==> config.mk <==
export PLATFORM = sky130hd
export DESIGN_NAME = wdt2_hub
export DESIGN_NICKNAME = d
export VERILOG_FILES = /design/src/rtl/wdt2_pkg.sv /design/src/rtl/wdt2_regfile.sv /design/src/rtl/wdt2_counter.sv /design/src/rtl/wdt2_status.sv /design/src/rtl/wdt2_hub.sv
export SDC_FILE = /design/constraint.sdc
export NUM_CORES = 1
export LEC_CHECK = 0
export ABC_AREA = 1
export BUFFER_PORTS_ARGS = -buffer_cell sky130_fd_sc_hd__buf_2
export CAP_MARGIN = 5
export CORE_MARGIN = 8
export CORE_UTILIZATION = 55
export CTS_CLUSTER_SIZE = 10
export DETAILED_ROUTE_END_ITERATION = 10
export PLACE_DENSITY = 0.79
export SLEW_MARGIN = 40
export SYNTH_ARGS = -nofsm -noshare
export SYNTH_HDL_FRONTEND = slang
export SYNTH_SLANG_ARGS = --single-unit
==> constraint.sdc <==
create_clock -name clk -period 2 [get_ports clk]
set_input_delay 0.2 -clock clk [delete_from_list [all_inputs] [get_ports clk]]
set_output_delay 0.2 -clock clk [all_outputs]
set_load 0.02 [all_outputs]
==> src/rtl/wdt2_pkg.sv <==
package wdt2_pkg;
  localparam int DATA_W = 16;
  localparam int ADDR_W = 5;

  localparam logic [ADDR_W-1:0] OFS_RELOAD = 5'h00;
  localparam logic [ADDR_W-1:0] OFS_STAT1  = 5'h04;
  localparam logic [ADDR_W-1:0] OFS_STAT2  = 5'h06;
  localparam logic [ADDR_W-1:0] OFS_CTRL   = 5'h08;
  localparam logic [ADDR_W-1:0] OFS_INIT   = 5'h12;

  localparam int FIRST_BIT   = 3;
  localparam int SECOND_BIT  = 1;
  localparam int BOOT_BIT    = 2;
  localparam int HALT_BIT    = 11;
  localparam int NOREBOOT_BIT = 1;

  typedef struct packed {
    logic halt;
    logic no_reboot;
  } ctrl_t;

  typedef struct packed {
    logic first;
    logic second;
    logic boot;
  } flags_t;
endpackage

==> src/rtl/wdt2_regfile.sv <==
module wdt2_regfile
  import wdt2_pkg::*;
#(
  parameter int CNT_W      = 10,
  parameter int RESET_LOAD = 4,
  parameter int MIN_LOAD   = 4
) (
  input  logic              clk,
  input  logic              rst,
  input  logic              bus_we,
  input  logic              bus_re,
  input  logic [ADDR_W-1:0] bus_addr,
  input  logic [DATA_W-1:0] bus_wdata,
  input  logic [CNT_W-1:0]  count,
  input  flags_t            flags,
  output logic [DATA_W-1:0] rd_data,
  output logic [CNT_W-1:0]  init_val,
  output ctrl_t             ctrl,
  output logic              reload_req,
  output logic              clr_first,
  output logic              clr_second,
  output logic              clr_boot
);
  localparam int SPARE_W = DATA_W - CNT_W;
  localparam logic [CNT_W-1:0] LOAD_MIN = CNT_W'(MIN_LOAD);
  localparam logic [CNT_W-1:0] LOAD_RST = CNT_W'(RESET_LOAD);

  logic [SPARE_W-1:0] spare_q;
  logic               wr_init, wr_ctrl, wr_st1, wr_st2, load_ok;
  logic [DATA_W-1:0]  rd_next;

  always_comb begin
    reload_req = bus_we && (bus_addr == OFS_RELOAD);
    wr_st1     = bus_we && (bus_addr == OFS_STAT1);
    wr_st2     = bus_we && (bus_addr == OFS_STAT2);
    wr_ctrl    = bus_we && (bus_addr == OFS_CTRL);
    wr_init    = bus_we && (bus_addr == OFS_INIT);
    load_ok    = bus_wdata[CNT_W-1:0] >= LOAD_MIN;
    clr_first  = wr_st1 && bus_wdata[FIRST_BIT];
    clr_second = wr_st2 && bus_wdata[SECOND_BIT];
    clr_boot   = wr_st2 && bus_wdata[BOOT_BIT];
  end

  always_comb begin
    rd_next = '0;
    case (bus_addr)
      OFS_RELOAD: rd_next[CNT_W-1:0] = count;
      OFS_STAT1:  rd_next[FIRST_BIT] = flags.first;
      OFS_STAT2: begin
        rd_next[SECOND_BIT] = flags.second;
        rd_next[BOOT_BIT]   = flags.boot;
      end
      OFS_CTRL: begin
        rd_next[HALT_BIT]     = ctrl.halt;
        rd_next[NOREBOOT_BIT] = ctrl.no_reboot;
      end
      OFS_INIT:   rd_next = {spare_q, init_val};
      default:    rd_next = '0;
    endcase
  end

  always_ff @(posedge clk) begin
    if (rst) begin
      init_val       <= LOAD_RST;
      spare_q        <= '0;
      ctrl.halt      <= 1'b1;
      ctrl.no_reboot <= 1'b0;
      rd_data        <= '0;
    end else begin
      if (wr_init && load_ok) begin
        init_val <= bus_wdata[CNT_W-1:0];
        spare_q  <= bus_wdata[DATA_W-1:CNT_W];
      end
      if (wr_ctrl) begin
        ctrl.halt      <= bus_wdata[HALT_BIT];
        ctrl.no_reboot <= bus_wdata[NOREBOOT_BIT];
      end
      if (bus_re) rd_data <= rd_next;
    end
  end

  // a rejected start value leaves the stored field untouched
  assert_reject_low_R6: assert property (@(posedge clk) disable iff (rst)
    (wr_init && !load_ok) |=> ($stable(init_val) && $stable(spare_q)));

  // read data only moves on a read strobe
  assert_rdata_hold_R12: assert property (@(posedge clk) disable iff (rst)
    !bus_re |=> $stable(rd_data));
endmodule

==> src/rtl/wdt2_counter.sv <==
module wdt2_counter #(
  parameter int CNT_W      = 10,
  parameter int RESET_LOAD = 4
) (
  input  logic             clk,
  input  logic             rst,
  input  logic             tick,
  input  logic             halt,
  input  logic             reload_req,
  input  logic [CNT_W-1:0] init_val,
  input  logic             first_set,
  output logic [CNT_W-1:0] count,
  output logic             expire
);
  localparam logic [CNT_W-1:0] LOAD_RST = CNT_W'(RESET_LOAD);

  logic stuck;
  logic step;

  always_comb begin
    step   = tick && !halt && !stuck && !reload_req;
    expire = step && (count == '0);
  end

  always_ff @(posedge clk) begin
    if (rst) begin
      count <= LOAD_RST;
      stuck <= 1'b0;
    end else if (reload_req) begin
      count <= init_val;
      stuck <= 1'b0;
    end else if (expire) begin
      if (first_set) stuck <= 1'b1;
      else           count <= init_val;
    end else if (step) begin
      count <= count - 1'b1;
    end
  end

  // halted counter does not move except through a reload
  assert_halt_freeze_R3: assert property (@(posedge clk) disable iff (rst)
    (halt && !reload_req) |=> $stable(count));

  // reload takes the start value
  assert_reload_value_R4: assert property (@(posedge clk) disable iff (rst)
    reload_req |=> (count == $past(init_val)));

  // one step down per tick while running
  assert_step_down_R2: assert property (@(posedge clk) disable iff (rst)
    (tick && !halt && !reload_req && count != '0) |=>
      (count == CNT_W'($past(count) - 1'b1)));

  // after the final expiry the count sits at zero
  assert_hold_zero_R8: assert property (@(posedge clk) disable iff (rst)
    stuck |-> (count == '0));
endmodule

==> src/rtl/wdt2_status.sv <==
module wdt2_status
  import wdt2_pkg::*;
(
  input  logic   clk,
  input  logic   rst,
  input  logic   expire,
  input  logic   no_reboot,
  input  logic   clr_first,
  input  logic   clr_second,
  input  logic   clr_boot,
  output flags_t flags,
  output logic   rst_pulse
);
  logic final_hit;

  always_comb final_hit = expire && flags.first;

  always_ff @(posedge clk) begin
    if (rst) begin
      flags     <= '0;
      rst_pulse <= 1'b0;
    end else begin
      rst_pulse <= final_hit && !no_reboot;

      if (expire && !flags.first) flags.first <= 1'b1;
      else if (clr_first)         flags.first <= 1'b0;

      if (final_hit)       flags.second <= 1'b1;
      else if (clr_second) flags.second <= 1'b0;

      if (final_hit)     flags.boot <= 1'b1;
      else if (clr_boot) flags.boot <= 1'b0;
    end
  end

  // reset request lasts a single cycle
  assert_single_pulse_R8: assert property (@(posedge clk) disable iff (rst)
    rst_pulse |=> !rst_pulse);

  // flags accompany the reset request
  assert_flags_with_req_R8: assert property (@(posedge clk) disable iff (rst)
    rst_pulse |-> (flags.second && flags.boot));

  // masked request never leaves the block
  assert_mask_R10: assert property (@(posedge clk) disable iff (rst)
    no_reboot |=> !rst_pulse);

  // a first expiry raises the first-stage flag
  assert_first_set_R7: assert property (@(posedge clk) disable iff (rst)
    (expire && !flags.first) |=> flags.first);
endmodule

==> src/rtl/wdt2_hub.sv <==
module wdt2_hub
  import wdt2_pkg::*;
#(
  parameter int CNT_W      = 10,
  parameter int RESET_LOAD = 4,
  parameter int MIN_LOAD   = 4
) (
  input  logic              clk,
  input  logic              rst,
  input  logic              tick,
  input  logic              bus_we,
  input  logic              bus_re,
  input  logic [ADDR_W-1:0] bus_addr,
  input  logic [DATA_W-1:0] bus_wdata,
  output logic [DATA_W-1:0] bus_rdata,
  output logic              reset_req
);
  logic [CNT_W-1:0] count, init_val;
  ctrl_t            ctrl;
  flags_t           flags;
  logic             reload_req, clr_first, clr_second, clr_boot, expire;

  wdt2_regfile #(
    .CNT_W(CNT_W), .RESET_LOAD(RESET_LOAD), .MIN_LOAD(MIN_LOAD)
  ) u_regs (
    .clk(clk), .rst(rst), .bus_we(bus_we), .bus_re(bus_re),
    .bus_addr(bus_addr), .bus_wdata(bus_wdata), .count(count),
    .flags(flags), .rd_data(bus_rdata), .init_val(init_val), .ctrl(ctrl),
    .reload_req(reload_req), .clr_first(clr_first),
    .clr_second(clr_second), .clr_boot(clr_boot)
  );

  wdt2_counter #(
    .CNT_W(CNT_W), .RESET_LOAD(RESET_LOAD)
  ) u_cnt (
    .clk(clk), .rst(rst), .tick(tick), .halt(ctrl.halt),
    .reload_req(reload_req), .init_val(init_val), .first_set(flags.first),
    .count(count), .expire(expire)
  );

  wdt2_status u_stat (
    .clk(clk), .rst(rst), .expire(expire), .no_reboot(ctrl.no_reboot),
    .clr_first(clr_first), .clr_second(clr_second), .clr_boot(clr_boot),
    .flags(flags), .rst_pulse(reset_req)
  );

  // nothing requested straight out of reset
  assert_quiet_after_reset_R1: assert property (@(posedge clk)
    rst |=> !reset_req);
endmodule

== Word-level counts from Yosys, hierarchy flattened ==
Cells that the tools add are included.

* $add $sub $neg: 1
* Eq/ne operators: 5
* Mux-type cells: 18
* Magnitude comparators: 1
* Reductions and logical operators: 30

{| class="wikitable"
|+ Operator list
! operator !! count
|-
| $mux W10 || 4
|-
| $logic_and A1 B1 Y1 || 16
|-
| $pmux W6 S2 || 1
|-
| $eq A5 B3 Y1 const B || 2
|-
| $ge A10 B3 Y1 const B || 1
|-
| $logic_not A10 Y1 || 1
|-
| $sub A10 B1 Y10 const B || 1
|-
| $mux W1 || 7
|-
| $pmux W1 S3 || 2
|-
| $reduce_bool A2 Y1 || 3
|-
| $eq A5 B4 Y1 const B || 1
|-
| $eq A5 B5 Y1 const B || 1
|-
| $logic_not A1 Y1 || 5
|-
| $logic_not A5 Y1 || 1
|-
| $mux W4 || 1
|-
| $pmux W1 S2 || 2
|-
| $pmux W1 S4 || 1
|-
| $reduce_and A2 Y1 || 2
|-
| $ne A3 B3 Y1 const B || 1
|-
| $reduce_bool A3 Y1 || 1
|-
| $reduce_or A2 Y1 || 1
|}

* Output and inout bits: 17
* Input bits: 26
* Bits in registers: 49

== Logic depth before layout (Yosys ltp) ==
Gate-level depths: netlist of the first run.

* Word-level depth: 7
* Gate-level depth with buffers: 11
* Depth with buffers taken out: 11

== Modules after synthesis ==
Synthesis of the first run repeated with hierarchy kept, for this count alone.

* Cell total of the unflattened synthesis: 361
* Area, all modules: 2517.4 um^2

{| class="wikitable"
|+ Modules (own cells, without submodules)
! module !! sequential area each (um^2) !! area an instance (um^2) !! cells an instance !! times used
|-
| wdt2_regfile || 680.7 || 1535.2 || 211 || 1
|-
| wdt2_counter || 220.2 || 839.6 || 132 || 1
|-
| wdt2_status || 80.1 || 142.6 || 18 || 1
|}

== Worst setup path after synthesis of the first run ==
Ideal clock, no wire load.

* Path kind: register -> register
* From: register u_cnt.count[0]
* To: register u_cnt.count[9]
* Cell stages (with the launch flop): 11
* Required time: 1.865 ns
* Arrival time: 1.353 ns
* Period minus slack after synthesis: 1.488 ns
* Buffers on the path: 1
* Slack: 0.512 ns
* Path through: dfxtp_1 -> inv_1 -> ha_1 -> nand2_2 -> nor2_8 -> nand4_4 -> nand2_4 -> buf_6 -> nor2_1 -> nand2_1 -> a21oi_2

* Word-level cells in the longest chain between the ends: 4
* Elaborated cells on any way between the ends: 9
* Those cells by class: add/sub (1); eq/ne (1); mux (3); reduce/logical (4)

{| class="wikitable"
|+ RTL lines
! item !! RTL line !! RTL
|-
| start: declaration || wdt2_counter.sv:12 || <nowiki>output logic [CNT_W-1:0] count,</nowiki>
|-
| start signal: assignment || wdt2_counter.sv:30 || <nowiki>count <= init_val;</nowiki>
|-
| start signal: assignment || wdt2_counter.sv:34 || <nowiki>else count <= init_val;</nowiki>
|-
| start signal: assignment || wdt2_counter.sv:36 || <nowiki>count <= count - 1'b1;</nowiki>
|-
| $sub A10 B1 Y10 / $logic_not A10 Y1 (equally long branches) || wdt2_counter.sv:36, wdt2_counter.sv:22 ||
|-
| $mux W10 / $logic_and A1 B1 Y1 (equally long branches) || wdt2_counter.sv:35, wdt2_counter.sv:22 ||
|-
| $mux W10 (tied with other cells) || wdt2_counter.sv:32 || <nowiki>end else if (expire) begin</nowiki>
|-
| $mux W10 / $reduce_and A2 Y1 (equally long branches) || - ||
|}

Several ways; a longest one is shown, not always the timed one. The select of a mux whose other input is x is not followed.
A chain may end at the register's enable or synchronous reset.

== Final worst setup path of the first run ==
* From: register u_cnt.count[0]
* To: register u_cnt.count[4]

Same word-level chain as after synthesis.

==> results.txt, run 1 <==
- Input and output buffers added on the ports amount to 42.
- The first detailed-routing pass ran for 4 iterations.
- The count of pins over their slew limit came to 0.
- The worst setup path is of the flip-flop to flip-flop kind.
* Sequential cell area fraction in the yosys report: roughly two fifths
- After detailed routing, the total wire length is about 5.9 mm.
* Synth async-reset ratio: 0%
- Entering global routing, the biggest net connects 36 pins.
- Depth of the CTS H-tree: 2
- Traced cell by cell, the critical path runs through inv_1 -> ha_1 -> nand2_2 -> nor2_8 -> nand2_4 -> nand2_4 -> inv_1 -> o21ai_0 -> o21ai_1 -> nor2_1 -> nor2_1.
- The die covers approximately 0.0067 mm2.
* Worst slew slack as a fraction of its limit: 69.5%
- The initialized floorplan defines 24 standard-cell rows.
- Total nets after synthesis: approximately 360
- Worst path required time: between 2 and 2.5 ns
- Global-route usage over all layers: a little under a fifth
* Number of cells produced by synthesis: 328
- The tree is rooted in a sky130_fd_sc_hd__clkbuf_8.
* Cell with the largest stage delay on the worst path: sky130_fd_sc_hd__dfxtp_1
* Number of register bits inferred by synthesis: 49
* Per-cell routed wire length: ~14 um
- CTS sink count: slightly below 50
* Period Utilization, post-route: 87.7%
- Setup crit start kind: flip-flop
* Final-layout worst hold slack: just over 0.1 ns
- Post-synthesis area per instance: 7.22 um2
* Congestion Overflow GR: 0
* Via/cell ratio: ~5.4
* Non-filler cells, final: 421
* Achievable clock frequency: between 0.5 and 0.6 GHz
- Cells fill roughly 63% of the core in the end.
- Setup TNS: 0 ns
- Cell with the most instances after synthesis: sky130_fd_sc_hd__nand2_1
* Status: finished clean
* Type of the worst min-delay path: primary input to flip-flop
- Setup violations remaining at the end of the flow were counted as 0.
- Remaining routing DRC violations: 0
- Clock-pin slew was measured on the worst setup and hold paths at 0.09 ns.
* Crit path time final: around 1.8 ns
- The number of hold buffers added after CTS was 0.
- Across the VDD grid, the largest voltage drop is 588 uV.
- Worst path arrival time: 1.97 ns
- The congestion estimate from routability-driven global placement came to around 0.89.
- Count of filler cells inserted in the layout: ~400
- The synthesized design spends more area on one cell type than any other, namely sky130_fd_sc_hd__dfxtp_1.
- 43 I/O pins were placed.
* DRT antenna net count: 0
* Post-placement cell count: 413
- Number of buffers created by CTS: 5
- Clk Latency, worst-skew pair: approximately 0.32 ns
- Grouping stages by cell kind, the critical path spends the most delay in simple AND/OR/NAND/NOR gates.
* Number of gates resized after CTS: 0
* Share of layout cells above drive strength 1: between 20% and 30%
* Total via count in the routed design: approximately 2300
- The number of global-route vias before repair came to roughly 2100.
* EDFF count, synth: 0
- After floorplanning, the core was sized to cover ~0.0043 mm2.
- Iteration-0 DRC count of the detailed router: 200
* Primary FF master, synth: sky130_fd_sc_hd__dfxtp_1
- At the end of the flow, the number of nets in the layout was about 400.
* First-pass GRT wire length: about 9.6 mm
- The die is approximately 82 um wide.
- Kind of end point of the critical path: flip-flop
- Counting distinct cell types in the post-synthesis netlist gives 32.
* Synth warn: 0
- Pin slew with the least headroom to its limit: around 0.46 ns
- For this design the static power due to leakage is around 0.0012 uW.
- Synth top area cells: sky130_fd_sc_hd__dfxtp_1, sky130_fd_sc_hd__nand2_1, sky130_fd_sc_hd__o21ai_0
- No sink is reached through more buffers than the 2 on the longest clock path.
- Cell types with the highest counts after synthesis: sky130_fd_sc_hd__nand2_1, sky130_fd_sc_hd__dfxtp_1, sky130_fd_sc_hd__nor2_1, sky130_fd_sc_hd__o21ai_0, sky130_fd_sc_hd__inv_1
* Number of inserted diodes: 0
- Maximum single-stage delay on the critical path: approximately 0.35 ns
- Fraction of post-synthesis cell area in the top cell type by area: 41.4%
- The floorplan step set the die height to 81.6 um.
- The tool flagged a number of max-cap violations equal to 0.
- Setup repair after global routing left no endpoint under its margin.
* Number of buffers inserted by post-CTS setup repair: 0
* Power density over the cells: 668 mW/mm2
- CTS tree: built
* Max FO, Critical Path: 13
- From synthesis to final layout, the design area changed by 13.8%.
- Effective utilization at floorplan: a little under three fifths
- Synth Cell Area: between 0.002 and 0.0025 mm2
- Clock Skew: between 0.008 and 0.009 ns
* Number of buffer and inverter stages on the critical path: 2
- Initial antenna violation count: 0
- After legalization and detailed placement, the total HPWL measured about 4.4 mm.
- The count of final hold-check violations came to 0.
[logic make-up (layout without fill, tap and decap cells)]
group	count (synthesis)	count (layout)	share of synthesized area, %
flip-flops	49	49	41.4
adder cells (fa/ha/maj)	1	1	0.528
AND/OR/NAND/NOR	148	148	29.6
AO/OA/AOI/OAI	80	80	19.2
XOR/XNOR	3	3	1.11
buffers and inverters	47	88	8.24
[area by class of cell]
cell class / count / area (um2) / share of cell area [%]
Multi-Input combinational cell: 232 / 1190 / 44.2
Timing Repair Buffer: 44 / 225 / 8.35
Tap cell: 52 / 65.1 / 2.41
Clock buffer: 5 / 68.8 / 2.55
Sequential cell: 49 / 981 / 36.4
Clock inverter: 3 / 26.3 / 0.974
Inverter: 36 / 138 / 5.10
[where the power goes]
group          internal, uW  total (uW)  switching, uW
Clock                   255         617            362
Combinational          61.9         177            115
Sequential              996        1010           12.4
[routing by layer]
metal  part of all wire (%)  wire [um]  global-route usage, %
met5                      0          0                      0
met4                   0.93         55                   6.67
met3                    7.1        417                   4.70
met2                     49       2880                   31.3
met1                     43       2540                   21.8
[worst min-delay path, cell delays in order]
cell and delay, ns:
sky130_fd_sc_hd__buf_2 0.09, sky130_fd_sc_hd__nand2_1 0.05, sky130_fd_sc_hd__nand3_1 0.05
[sequential cells by signal, indices dropped and copies added, names as in the netlist]
signal            cells
u_regs.ctrl           2
u_cnt.stuck           1
u_cnt.count          10
u_stat.flags          3
u_regs.init_val      10
u_regs.spare_q        6
u_regs.rd_data       16
u_stat.rst_pulse      1
[through the flow]
stage / total power, uW / setup slack [ns] / cell area, um2
floorplan: 1140 / 0.512 / 2370
global placement: 1210 / 0.324 / 2600
detailed placement: 1210 / 0.266 / 2600
CTS: 1810 / 0.243 / 2700
global route: 1860 / 0.0533 / 2700
finish: 1800 / 0.246 / 2700
[final timing paths]
check	depth (start not counted)	slack, ns	to	from
worst max-delay path	11	0.25	u_cnt.count[4]	u_cnt.count[0]
worst min-delay path	3	0.10	u_regs.ctrl[1]	bus_wdata[11]
worst max register to register	11	0.25	u_cnt.count[4]	u_cnt.count[0]
worst min register to register	2	0.47	u_regs.rd_data[1]	u_regs.rd_data[1]
[placed cells by master, fill, tap and decap left out, types with 2 or more instances in the layout]
cell type | Yosys | routed
sky130_fd_sc_hd__a21oi_1 | 23 | 23
sky130_fd_sc_hd__nor2_1 | 49 | 49
sky130_fd_sc_hd__clkbuf_8 | 0 | 5
sky130_fd_sc_hd__buf_2 | 1 | 42
sky130_fd_sc_hd__buf_4 | 0 | 2
sky130_fd_sc_hd__inv_2 | 4 | 4
sky130_fd_sc_hd__nand2_4 | 3 | 3
sky130_fd_sc_hd__nor2_2 | 4 | 4
sky130_fd_sc_hd__nand4_1 | 3 | 3
sky130_fd_sc_hd__nand2_1 | 63 | 63
sky130_fd_sc_hd__inv_1 | 30 | 30
sky130_fd_sc_hd__dfxtp_1 | 49 | 49
sky130_fd_sc_hd__nand3_1 | 14 | 14
sky130_fd_sc_hd__o21ai_0 | 40 | 40
sky130_fd_sc_hd__o21ai_2 | 3 | 3
sky130_fd_sc_hd__a21oi_2 | 4 | 4
sky130_fd_sc_hd__xnor2_1 | 2 | 2
sky130_fd_sc_hd__clkinvlp_4 | 0 | 2
sky130_fd_sc_hd__o221ai_1 | 6 | 6
sky130_fd_sc_hd__nor3_1 | 2 | 2
sky130_fd_sc_hd__nand2_2 | 4 | 4
sky130_fd_sc_hd__a31oi_1 | 2 | 2
sky130_fd_sc_hd__nand4_4 | 2 | 2
Power figures use the tool's default switching activity.
==> run 2, diff against run 1 <==
--- a/config.mk
+++ b/config.mk
@@ -9,10 +9,9 @@
 export BUFFER_PORTS_ARGS = -buffer_cell sky130_fd_sc_hd__buf_2
 export CAP_MARGIN = 5
 export CORE_MARGIN = 8
-export CORE_UTILIZATION = 55
+export CORE_UTILIZATION = 40
 export CTS_CLUSTER_SIZE = 10
 export DETAILED_ROUTE_END_ITERATION = 10
-export PLACE_DENSITY = 0.79
 export SLEW_MARGIN = 40
 export SYNTH_ARGS = -nofsm -noshare
 export SYNTH_HDL_FRONTEND = slang
==> run 2 against run 1 <==
Effect of this change:
- sequential cell count is the same
- via count shrank 3.9%
- sequential power is essentially flat
- highest routed layer unchanged
- cell count grew 5.5%
- wire length grew 3.0%
- utilization shrank 16 points
- sequential share of layout area shrank 0.60 points
- clock skew grew 0.0050 ns
- critical path depth is the same
- clock power grew 3%
- fmax grew 0.13%
- global-route usage shrank 3.6 points
==> results.txt, run 2 (synthesis results as in run 1) <==
- STA puts the critical path data required time at 2.21 ns.
- Register area: roughly 1000 um2
- Root buf cell: sky130_fd_sc_hd__clkbuf_8
- The min-delay analysis places its worst path in the category primary input to flip-flop.
- More flip-flops sit in one register than any other, and that register is u_regs.rd_data.
- Worst slew slack as a fraction of its limit: approximately two thirds
- Achievable clock frequency: roughly 0.57 GHz
- The count of pins over their slew limit is 0.
- Final hold analysis gives a worst-case slack of 0.100 ns.
- The count of final hold-check violations came to 0.
- Setup violations remaining at the end of the flow were counted as 0.
- For this block, the initial DRC count from the detailed router was around 150.
- Clock Skew: roughly 0.014 ns
* Per-cell routed wire length: approximately 14 um
- Global-route usage over all layers: 14.7%
* Worst-case vdd ir drop: roughly 320 uV
* Non-filler cells, final: approximately 440
- Most common cell after layout, fill and taps aside: sky130_fd_sc_hd__nand2_1
* Status: finished clean
- Summed over all cells, the static leakage comes to ~0.0012 uW.
- At the later pin of the worst-skew pair, clock insertion delay measures 0.32 ns.
- Area occupied by multi-input gates: 0.00119 mm2
- STA classifies the critical path endpoint as a flip-flop.
- Dpl cell area: about 0.0026 mm2
- Counting every sink on the clock net gives between 40 and 50.
- Congestion Overflow GR: 0
- The repair_antennas step left the layout with diodes totalling 0.
- The largest registers in the layout are u_regs.rd_data (16), u_cnt.count (10), u_regs.init_val (10).
* CTS tree: built
* Total of max-cap violations: 0
* Weighted congestion at the end of routability-driven global placement: approximately 0.85
- The die covers about 0.0086 mm2.
* Depth of the CTS H-tree: 2
* RSZ-0062 raised after global routing: no
- Maximum number of pins on one net before global-route repair: 30
- TritonCTS created 5 clock buffers.
- Data arrives at the worst endpoint at just under 2 ns.
* Kind of cell with the highest combined delay on the critical path: simple AND/OR/NAND/NOR gates
- Power density over the cells: between 600 and 700 mW/mm2
- The worst setup path is launched from a flip-flop.
- In the final layout, the share of cells above drive strength 1 is 21.7%.
* Total number of placement rows: 28
- Hold buffers post-CTS: 0
- Total Power Consumption: between 1500 and 2000 uW
- Period Utilization, post-route: 87.6%
* Maximum single-stage delay on the critical path: approximately 0.34 ns
- The critical path contains buffers and inverters numbering 2 combined.
- The HPWL after detailed placement is between 4 and 5 mm.
* Number of gates resized after CTS: 0
- The register with the most flip-flops in the layout has 16 of them.
- CP Cell Sequence: inv_1 -> ha_1 -> nand2_2 -> nor2_8 -> nand2_4 -> nand2_4 -> inv_1 -> o21ai_0 -> nand2_1 -> nand2_1 -> nor2_1
* DRT antenna net count: 0
* Via/cell ratio: 4.92
- Core area: 0.00582 mm2
- The worst path needs about 1.8 ns of the cycle, external delays included.
- In the routed design, unresolved DRC markers number 0.
- The number of antenna violations at the first check in global routing was 0.
* Post-layout nets: 395
- The area growth from synthesis to layout is 15.7%.
* Setup TNS: 0 ns
- The number of setup buffers added after CTS is 0.
- Wirelength, routed: 6.07 mm
* Die Wd: approximately 93 um
- Clock-pin slew was measured on the worst setup and hold paths at 0.10 ns.
- Number of detailed-routing iterations run before antenna repair: 4
- Highest-count cells in the layout ignoring fill and taps: sky130_fd_sc_hd__nand2_1, sky130_fd_sc_hd__nor2_1, sky130_fd_sc_hd__dfxtp_1
* Design Area, Final: 0.00274 mm2
* Pin slew with the least headroom to its limit: 0.503 ns
- Type of the worst setup path: flip-flop to flip-flop
- Port buffer count: 42
- Count of filler cells inserted in the layout: 600
* Cell with the largest stage delay on the worst path: sky130_fd_sc_hd__dfxtp_1
- Number of global-route vias before repair: approximately 2200
- Clock tree buffer depth: 2
- Effective utilization at floorplan: approximately 41%
* Total via count in the routed design: about 2200
- The first global-routing pass estimated between 10 and 15 mm of wire.
- Post-placement cell count: 436
- Along the worst path, the maximum fanout reaches 13.
- In this run the vertical extent of the chip is 93.0 um.
- In this run the count of I/O pins placed on the die edge is between 40 and 50.
==> run 2: final timing paths <==
kind                                         from            endpoint  slack [ns]  cells after the start
worst max-delay path               u_cnt.count[0]      u_cnt.count[7]        0.25                     11
worst min-delay path                bus_wdata[11]      u_regs.ctrl[1]        0.10                      3
worst max register to register     u_cnt.count[0]      u_cnt.count[7]        0.25                     11
worst min register to register  u_regs.spare_q[3]  u_regs.rd_data[13]        0.47                      2
==> run 2: power by group <==
part           switching [uW]  total, uW  leakage, uW  internal (uW)
Sequential               12.1       1010     0.000398            996
Clock                     350        636    0.0000478            285
Combinational             117        181     0.000736           64.6
==> run 2: per-layer routing <==
layer	track usage, %	wire, um	vias up
li1	-	-	1149
met1	18.9	2960	985
met2	23.1	2740	44
met3	4.01	289	8
met4	5.23	78	0
met5	0	0	-
==> run 2: area by class of cell <==
type	count	share of cell area, %
Multi-Input combinational cell	232	43.5
Sequential cell	49	35.8
Timing Repair Buffer	44	8.67
Inverter	36	5.02
Tap cell	75	3.42
Clock buffer	6	3.01
Clock inverter	2	0.593
==> run 2: worst register-to-register path: stages (launching register included) <==
cell and delay, ns:
sky130_fd_sc_hd__dfxtp_1 0.34, sky130_fd_sc_hd__inv_1 0.09, sky130_fd_sc_hd__ha_1 0.22, sky130_fd_sc_hd__nand2_2 0.12, sky130_fd_sc_hd__nor2_8 0.17, sky130_fd_sc_hd__nand2_4 0.08
sky130_fd_sc_hd__nand2_4 0.15, sky130_fd_sc_hd__inv_1 0.14, sky130_fd_sc_hd__o21ai_0 0.18, sky130_fd_sc_hd__nand2_1 0.07, sky130_fd_sc_hd__nand2_1 0.06, sky130_fd_sc_hd__nor2_1 0.04
==> run 2: per-stage QoR <==
step | util (%) | setup slack [ns]
6_report | 47.2 | 0.249
5_1_grt | 47.2 | 0.0304
4_1_cts | 47.2 | 0.239
3_5_place_dp | 45.5 | 0.266
3_3_place_gp | 45.5 | 0.329
2_1_floorplan | - | 0.512
